===== src/rtl/flash_seq_engine.sv =====
module flash_seq_engine #(
  parameter int NSEQ  = 16,
  parameter int LEN_W = 8
) (
  input  logic                      clk,
  input  logic                      rst_n,
  input  logic                      tbl_we,
  input  logic [$clog2(NSEQ*4)-1:0] tbl_addr,
  input  logic [31:0]               tbl_wdata,
  input  logic                      tbl_unlock,
  input  logic                      tbl_lock,
  output logic                      tbl_err,
  input  logic                      dflt_we,
  input  logic [$clog2(NSEQ)-1:0]   dflt_idx,
  input  logic                      cmd_start,
  input  logic [$clog2(NSEQ)-1:0]   cmd_seq,
  input  logic [LEN_W-1:0]          cmd_len,
  input  logic [31:0]               cmd_addr,
  input  logic                      mm_start,
  input  logic [31:0]               mm_addr,
  output logic                      busy,
  output logic                      done,
  output logic                      rx_valid,
  output logic [7:0]                rx_data,
  input  logic [7:0]                tx_data,
  output logic                      tx_pop,
  output logic                      sck,
  output logic                      cs_n,
  output logic [3:0]                io_out,
  output logic [3:0]                io_oe,
  input  logic [3:0]                io_in
);
  localparam int WORDS = NSEQ * 4;
  localparam int SQW   = $clog2(NSEQ);
  localparam logic [5:0] C_CMD = 6'd1, C_ADDR = 6'd2, C_DUMMY = 6'd3,
                         C_READ = 6'd4, C_WRITE = 6'd5;

  typedef enum logic [1:0] {S_IDLE, S_FETCH, S_RUN, S_FIN} st_t;

  st_t              st;
  logic [31:0]      tbl [WORDS];
  logic             locked;
  logic [SQW-1:0]   dflt_q, seq_q;
  logic [2:0]       slot_q;
  logic [31:0]      addr_q, sh_q;
  logic [LEN_W-1:0] len_q, bcnt_q;
  logic [7:0]       cnt_q, rx_sh;
  logic [1:0]       lg_q;
  logic [5:0]       kind_q;

  function automatic logic [3:0] lmask(input logic [1:0] l);
    return (l == 2'd0) ? 4'b0001 : (l == 2'd1) ? 4'b0011 : 4'b1111;
  endfunction

  wire [31:0]      word   = tbl[{seq_q, slot_q[2:1]}];
  wire [15:0]      slot_w = slot_q[0] ? word[31:16] : word[15:0];
  wire [5:0]       code   = slot_w[15:10];
  wire [1:0]       lg     = (slot_w[9:8] == 2'd3) ? 2'd2 : slot_w[9:8];
  wire [7:0]       opnd   = slot_w[7:0];
  wire [7:0]       per_b  = 8'd8 >> lg;
  wire [LEN_W-1:0] nbytes = (opnd != 8'd0) ? LEN_W'(opnd) : len_q;
  wire [7:0]       rx_nx  = (lg_q == 2'd0) ? {rx_sh[6:0], io_in[1]} :
                            (lg_q == 2'd1) ? {rx_sh[5:0], io_in[1:0]} :
                                             {rx_sh[3:0], io_in};
  wire [31:0]      sh_nx  = (lg_q == 2'd0) ? (sh_q << 1) :
                            (lg_q == 2'd1) ? (sh_q << 2) : (sh_q << 4);

  assign busy   = (st != S_IDLE);
  assign io_out = (lg_q == 2'd0) ? {3'b000, sh_q[31]} :
                  (lg_q == 2'd1) ? {2'b00, sh_q[31:30]} : sh_q[31:28];

  always_ff @(posedge clk or negedge rst_n)
    if (!rst_n) begin
      for (int i = 0; i < WORDS; i++) tbl[i] <= '0;
      locked  <= 1'b1;
      tbl_err <= 1'b0;
      dflt_q  <= '0;
    end else begin
      if (tbl_we && !locked) tbl[tbl_addr] <= tbl_wdata;
      if (tbl_we && locked)  tbl_err <= 1'b1;
      if (tbl_lock)          locked <= 1'b1;
      else if (tbl_unlock)   locked <= 1'b0;
      if (dflt_we)           dflt_q <= dflt_idx;
    end

  always_ff @(posedge clk or negedge rst_n)
    if (!rst_n) begin
      st <= S_IDLE; seq_q <= '0; slot_q <= '0; addr_q <= '0; sh_q <= '0;
      len_q <= '0; bcnt_q <= '0; cnt_q <= '0; rx_sh <= '0; lg_q <= '0;
      kind_q <= '0; sck <= 1'b0; cs_n <= 1'b1; done <= 1'b0; io_oe <= '0;
      rx_valid <= 1'b0; rx_data <= '0; tx_pop <= 1'b0;
    end else begin
      done <= 1'b0; rx_valid <= 1'b0; tx_pop <= 1'b0;
      case (st)
        S_IDLE:
          if (cmd_start || mm_start) begin
            seq_q  <= cmd_start ? cmd_seq : dflt_q;
            len_q  <= cmd_start ? cmd_len : '0;
            addr_q <= cmd_start ? cmd_addr : mm_addr;
            slot_q <= '0;
            cs_n   <= 1'b0;
            st     <= S_FETCH;
          end
        S_FETCH: begin
          kind_q <= code;
          lg_q   <= lg;
          st     <= S_RUN;
          case (code)
            C_CMD: begin
              sh_q <= {opnd, 24'h0}; cnt_q <= per_b - 8'd1; io_oe <= lmask(lg);
            end
            C_ADDR: begin
              sh_q  <= (opnd == 8'd32) ? addr_q : {addr_q[23:0], 8'h0};
              cnt_q <= ((opnd == 8'd32) ? (8'd32 >> lg) : (8'd24 >> lg)) - 8'd1;
              io_oe <= lmask(lg);
            end
            C_DUMMY, C_READ, C_WRITE: begin
              io_oe  <= (code == C_WRITE) ? lmask(lg) : 4'b0000;
              cnt_q  <= (code == C_DUMMY) ? opnd - 8'd1 : per_b - 8'd1;
              bcnt_q <= nbytes;
              if (code == C_WRITE) begin
                sh_q <= {tx_data, 24'h0}; tx_pop <= (nbytes != '0);
              end
              if ((code == C_DUMMY) ? (opnd == 8'd0) : (nbytes == '0)) begin
                st <= (slot_q == 3'd7) ? S_FIN : S_FETCH;
                slot_q <= slot_q + 3'd1;
                tx_pop <= 1'b0;
              end
            end
            default: st <= S_FIN;
          endcase
        end
        S_RUN:
          if (!sck) begin
            sck <= 1'b1;
            if (kind_q == C_READ) rx_sh <= rx_nx;
          end else begin
            sck <= 1'b0;
            if (cnt_q != 8'd0) begin
              cnt_q <= cnt_q - 8'd1;
              sh_q  <= sh_nx;
            end else begin
              if (kind_q == C_READ) begin
                rx_valid <= 1'b1; rx_data <= rx_sh;
              end
              if ((kind_q == C_READ || kind_q == C_WRITE) && bcnt_q > LEN_W'(1)) begin
                bcnt_q <= bcnt_q - LEN_W'(1);
                cnt_q  <= (8'd8 >> lg_q) - 8'd1;
                if (kind_q == C_WRITE) begin
                  sh_q <= {tx_data, 24'h0}; tx_pop <= 1'b1;
                end
              end else begin
                io_oe  <= 4'b0000;
                st     <= (slot_q == 3'd7) ? S_FIN : S_FETCH;
                slot_q <= slot_q + 3'd1;
              end
            end
          end
        S_FIN: begin
          cs_n <= 1'b1; done <= 1'b1; io_oe <= 4'b0000; st <= S_IDLE;
        end
        default: st <= S_IDLE;
      endcase
    end

  assert_locked_write_flags_R2: assert property (@(posedge clk) disable iff (!rst_n)
    (locked && tbl_we) |=> tbl_err);
  assert_done_releases_cs_R9: assert property (@(posedge clk) disable iff (!rst_n)
    done |-> (cs_n && !busy));
  assert_done_single_R9: assert property (@(posedge clk) disable iff (!rst_n)
    done |=> !done);
  assert_trigger_ignored_R10: assert property (@(posedge clk) disable iff (!rst_n)
    (busy && (cmd_start || mm_start)) |=> (seq_q == $past(seq_q)));
  assert_sck_parked_R12: assert property (@(posedge clk) disable iff (!rst_n)
    cs_n |-> !sck);
  assert_drive_needs_cs_R4: assert property (@(posedge clk) disable iff (!rst_n)
    (io_oe != 4'b0000) |-> !cs_n);
  assert_rx_inside_frame_R7: assert property (@(posedge clk) disable iff (!rst_n)
    rx_valid |-> !cs_n);
endmodule


===== config.mk =====
export PLATFORM = sky130hd
export DESIGN_NAME = flash_seq_engine
export DESIGN_NICKNAME = d
export VERILOG_FILES = /design/src/rtl/flash_seq_engine.sv
export SDC_FILE = /design/constraint.sdc
export NUM_CORES = 2
export LEC_CHECK = 0
export BUFFER_PORTS_ARGS = -buffer_cell sky130_fd_sc_hd__buf_2
export CAP_MARGIN = 30
export CORE_MARGIN = 8
export CORE_UTILIZATION = 45
export CTS_CLUSTER_SIZE = 10
export DETAILED_ROUTE_END_ITERATION = 7
export GPL_ROUTABILITY_DRIVEN = 0
export GPL_TIMING_DRIVEN = 0
export PLACE_DENSITY = 0.62
export SLEW_MARGIN = 20
export SYNTH_ARGS = -nofsm -noshare
export SYNTH_HDL_FRONTEND = slang
export SYNTH_SLANG_ARGS = --single-unit

===== constraint.sdc =====
create_clock -name clk -period 8.9 [get_ports clk]
set_input_delay 0 -clock clk [delete_from_list [all_inputs] [get_ports clk]]
set_output_delay 0 -clock clk [all_outputs]
set_load 0.02 [all_outputs]

==> impl_results.md <==
- Ports: approximately 160
- Initial core utilization: 0.453
- DP Wirelength: approximately 260 mm
- Post CTS Setup Buffer Count: 0
- Worst Setup Start Kind: register
- Synth Area in Compound Gates: 0.0244
- Worst R2R Path Depth: 22
- Crit path time final: 8.90 ns
- Failing checks: design-rule violations, negative setup slack
- Total power draw: slightly below 30,000 µW
- Min-Delay Endpoint: addr_q[23]
- Post-synth EDFFs: 0
- Synthesized area: 101,000 µm²
- Row cnt: roughly 170
- CTS sink cnt: about 2.2k
- Max frequency: 112 MHz
- Routed len/inst: approximately 38 µm
- Die Wd: around 490 µm
- Most common cell in the netlist: dfrtp_1
- PwrDens: approximately 250 nW/µm²
- CP endpoint kind: register
- Vias: about 67k
- CTS tree: done
- GR Util All Layers: 0.324
- Number of gates resized after cts: 0
- CP Cell Sequence: buf_4, buf_2, buf_4, buf_4, buf_2, buf_2, clkbuf_1, buf_2, mux4_2, mux2i_1, nand2_1, a32oi_1, nand3_1, or2_2, inv_1, ha_1, nand2_1, ha_1, mux2i_1, mux2i_1, mux2i_1, mux2_2
- Layout Nets: roughly 7.4k
- Syn Inst Count: roughly 6.6k
- Num CTS Buffers: approximately 240
- Largest net degree at the start of global routing: 144
- Share of cells above drive strength 1: 0.477
- Max VDD drop: 0.221 mV
- First-pass GRT wire length: 542 mm
- Ys flop type: dfrtp_1
- Leak Pwr: between 0.05 and 0.06 µW
- Clk root buf: clkbuf_16
- Clock latency on the worst-skew pair: 0.93 ns
- Core box area: 223,000 µm²
- #FFs+latches synth: approximately 2.2k
- Average vias per placed instance: ~6.5
- Synth top area cells: dfrtp_1 54%, mux2_2 23%, mux4_2 13%
- Initial detailed-routing violation count: about 8.5k
- Final WS setup: -0.00219 ns
- Die footprint: approximately 240,000 µm²
- CP max stage cell: buf_2
- Area Growth Syn to Fin: 15.2%
- Placed Area: about 110,000 µm²
- MaxCap Viol Count: 0
- Cell area after layout: approximately 120,000 µm²
- Reg2reg start: slot_q[2]
- Die height: a little under 500 µm
- RSZ-0062 raised after global routing: no
- Antenna viol nets, final: 0
- Status: complete, but fails checks
- PortBufs: 126
- Final Skew: 0.0432 ns
- Clock-pin slew on the worst setup and hold paths: 0.06 ns
- DR pass1 iterations: 8
- Yosys warns: 0
- Fillers: approximately 18k
- Tcrit/Tclk final: 1.00
- Final Slew Violations: 0
- Worst hold path startpoint: cmd_addr[23]
- Gr ovfl total: 0
- Average cell area after synthesis: around 15 µm²
- Max Buffers Root-to-Sink: 3
- Worst hold stages: 4
- Adder-cell area share of the yosys netlist: 0.00186
- Post-route setup TNS: -0.00219 ns
- Worst reg2reg endpoint: cnt_q[1]
- Worst EP required: approximately 9.7 ns
- Commonest cells in the netlist: 2,181 x dfrtp_1, 2,080 x mux2_2, 576 x mux4_2
- Hold buffers post-CTS: around 220
- Largest family of logic cells by synthesized area: multiplexers
- Simple-Gate Fraction of Synth Area: 0.0222
- Hold Vio Cnt, Final: 0
- Sequential share of the synthesized area: 0.542
- Async SR Flop Fraction: 1.00
- Synth unique cells: 77
- Post-Synth XOR/XNOR Area: 0.000782
- Initial antenna violation count: 28
- Max_slew headroom: 0.173
- H-tree Lvls: 4
- Mapped Nets: a little under 7k
- Final WL: approximately 390 mm
- Largest area contributor in the netlist: dfrtp_1
- Worst hold path type: input pin to register
- Data arrival time of the worst path: 9.68 ns
- Final Setup Violations: 1
- Setup WS pre-CTS: 0.301 ns
- Placed insts: just under 10k
- Post-synth top area share: 0.541
- Multiplexer share of the synthesized area: 0.381
- Vias in the first global route: roughly 70k
- Worst Path Max Fanout: 10
- Critical path class: register to register
- Worst path max stage delay: between 0.8 and 0.9 ns
- Post-route DRC: 3
- Slew @ Worst Pin: between 1 and 1.5 ns
- Layout Cells excl Fill: roughly 10k
- Flop-to-flop setup slack: -0.002 ns
where the power goes:
part,internal (µW),leakage [µW],switching (µW)
combinational,3370,0.0215,5880
sequential,10800,0.0298,576
clock,4880,0.00319,4080
worst max path at each step:
stage	startpoint	end	slack, ns	depth (start not counted)
after floorplan	slot_q[1]	cnt_q[5]	3.84	23
after global placement	rst_n	tbl[1284]	-40.01	1
after detailed placement	slot_q[2]	cnt_q[1]	0.30	22
after CTS	slot_q[2]	cnt_q[1]	0.27	22
after global routing	slot_q[2]	cnt_q[1]	0.03	22
final	slot_q[2]	cnt_q[1]	-0.002	22
cell usage in the layout (no fill, tap or decap), drive strengths merged, types with 6 or more instances in the layout:
master / netlist / routed
dfrtp: 2181 / 2181
mux2: 2110 / 2110
clkbuf: 374 / 669
mux4: 576 / 576
buf: 270 / 484
dlygate4sd3: 0 / 220
nand2: 200 / 200
mux2i: 165 / 165
nor2: 138 / 138
o21ai: 87 / 87
a21oi: 63 / 63
o22ai: 58 / 58
inv: 34 / 43
nor3: 29 / 29
nand3: 27 / 27
a211oi: 17 / 17
a31oi: 16 / 16
ha: 15 / 15
a32oi: 14 / 14
o211ai: 14 / 14
o221ai: 13 / 13
diode: 0 / 11
nand2b: 11 / 11
a221oi: 11 / 11
and2: 11 / 11
a22oi: 10 / 10
or3: 10 / 10
a22o: 10 / 10
a221o: 10 / 10
o31ai: 9 / 9
clkinv: 0 / 9
nand3b: 8 / 8
or2: 8 / 8
nor2b: 8 / 8
nand4: 7 / 7
or3b: 7 / 7
nor3b: 6 / 6
flip-flops by register name (all words and copies together), names as in the netlist:
signal,flops
addr_q,32
bcnt_q,8
cnt_q,8
cs_n,1
dflt_q,4
done,1
io_oe,3
kind_q,6
len_q,8
lg_q,2
locked,1
rx_data,8
rx_sh,8
rx_valid,1
sck,1
seq_q,4
sh_q,32
slot_q,3
st,2
tbl,2048
tbl_err,1
tx_pop,1
worst max-delay path: cells and delay by family, from the launching register on:
family          cells  cell delay [ns]
buf+inv             9             4.69
simple gates        4             1.40
mux                 6             1.30
fa+ha+maj           2             0.56
flops               1             0.35
compound gates      1             0.32
per-layer routing:
| metal | routed length [µm] | vias up | GRT usage |
|---|---|---|---|
| met2 | 169000 | 3832 | 0.473 |
| li1 | - | 25800 | - |
| met4 | 28500 | 10 | 0.185 |
| met3 | 42100 | 1144 | 0.105 |
| met5 | 114 | - | 0 |
| met1 | 153000 | 36300 | 0.426 |
logic make-up after synthesis:
group | after synthesis
AOI/OAI and AO/OA | 371
and+or+nand+nor | 491
adders and majority gates | 15
xor gates and xnor gates | 9
buffers and inverters | 678
DFF | 2183
muxes | 2851
layout make-up:
cell class | instances | area (µm²) | area share
Sequential cell | 2183 | 54600 | 0.470
Multi-Input combinational cell | 3737 | 43400 | 0.374
Clock buffer | 295 | 6280 | 0.0541
Timing Repair Buffer | 434 | 4670 | 0.0402
Tap cell | 2975 | 3720 | 0.0321
Buffer | 644 | 2980 | 0.0257
Clock inverter | 18 | 264 | 0.00227
Inverter | 34 | 128 | 0.00110
Antenna cell | 11 | 27.5 | 0.000237
through the flow:
step,hold WS [ns],util
after floorplan,-0.296,-
final,0.0762,0.522
after global placement,0.181,0.473
after CTS,0.00987,0.522
after detailed placement,0.0112,0.482
after global routing,0.122,0.522
Power figures use the tool's default switching activity.
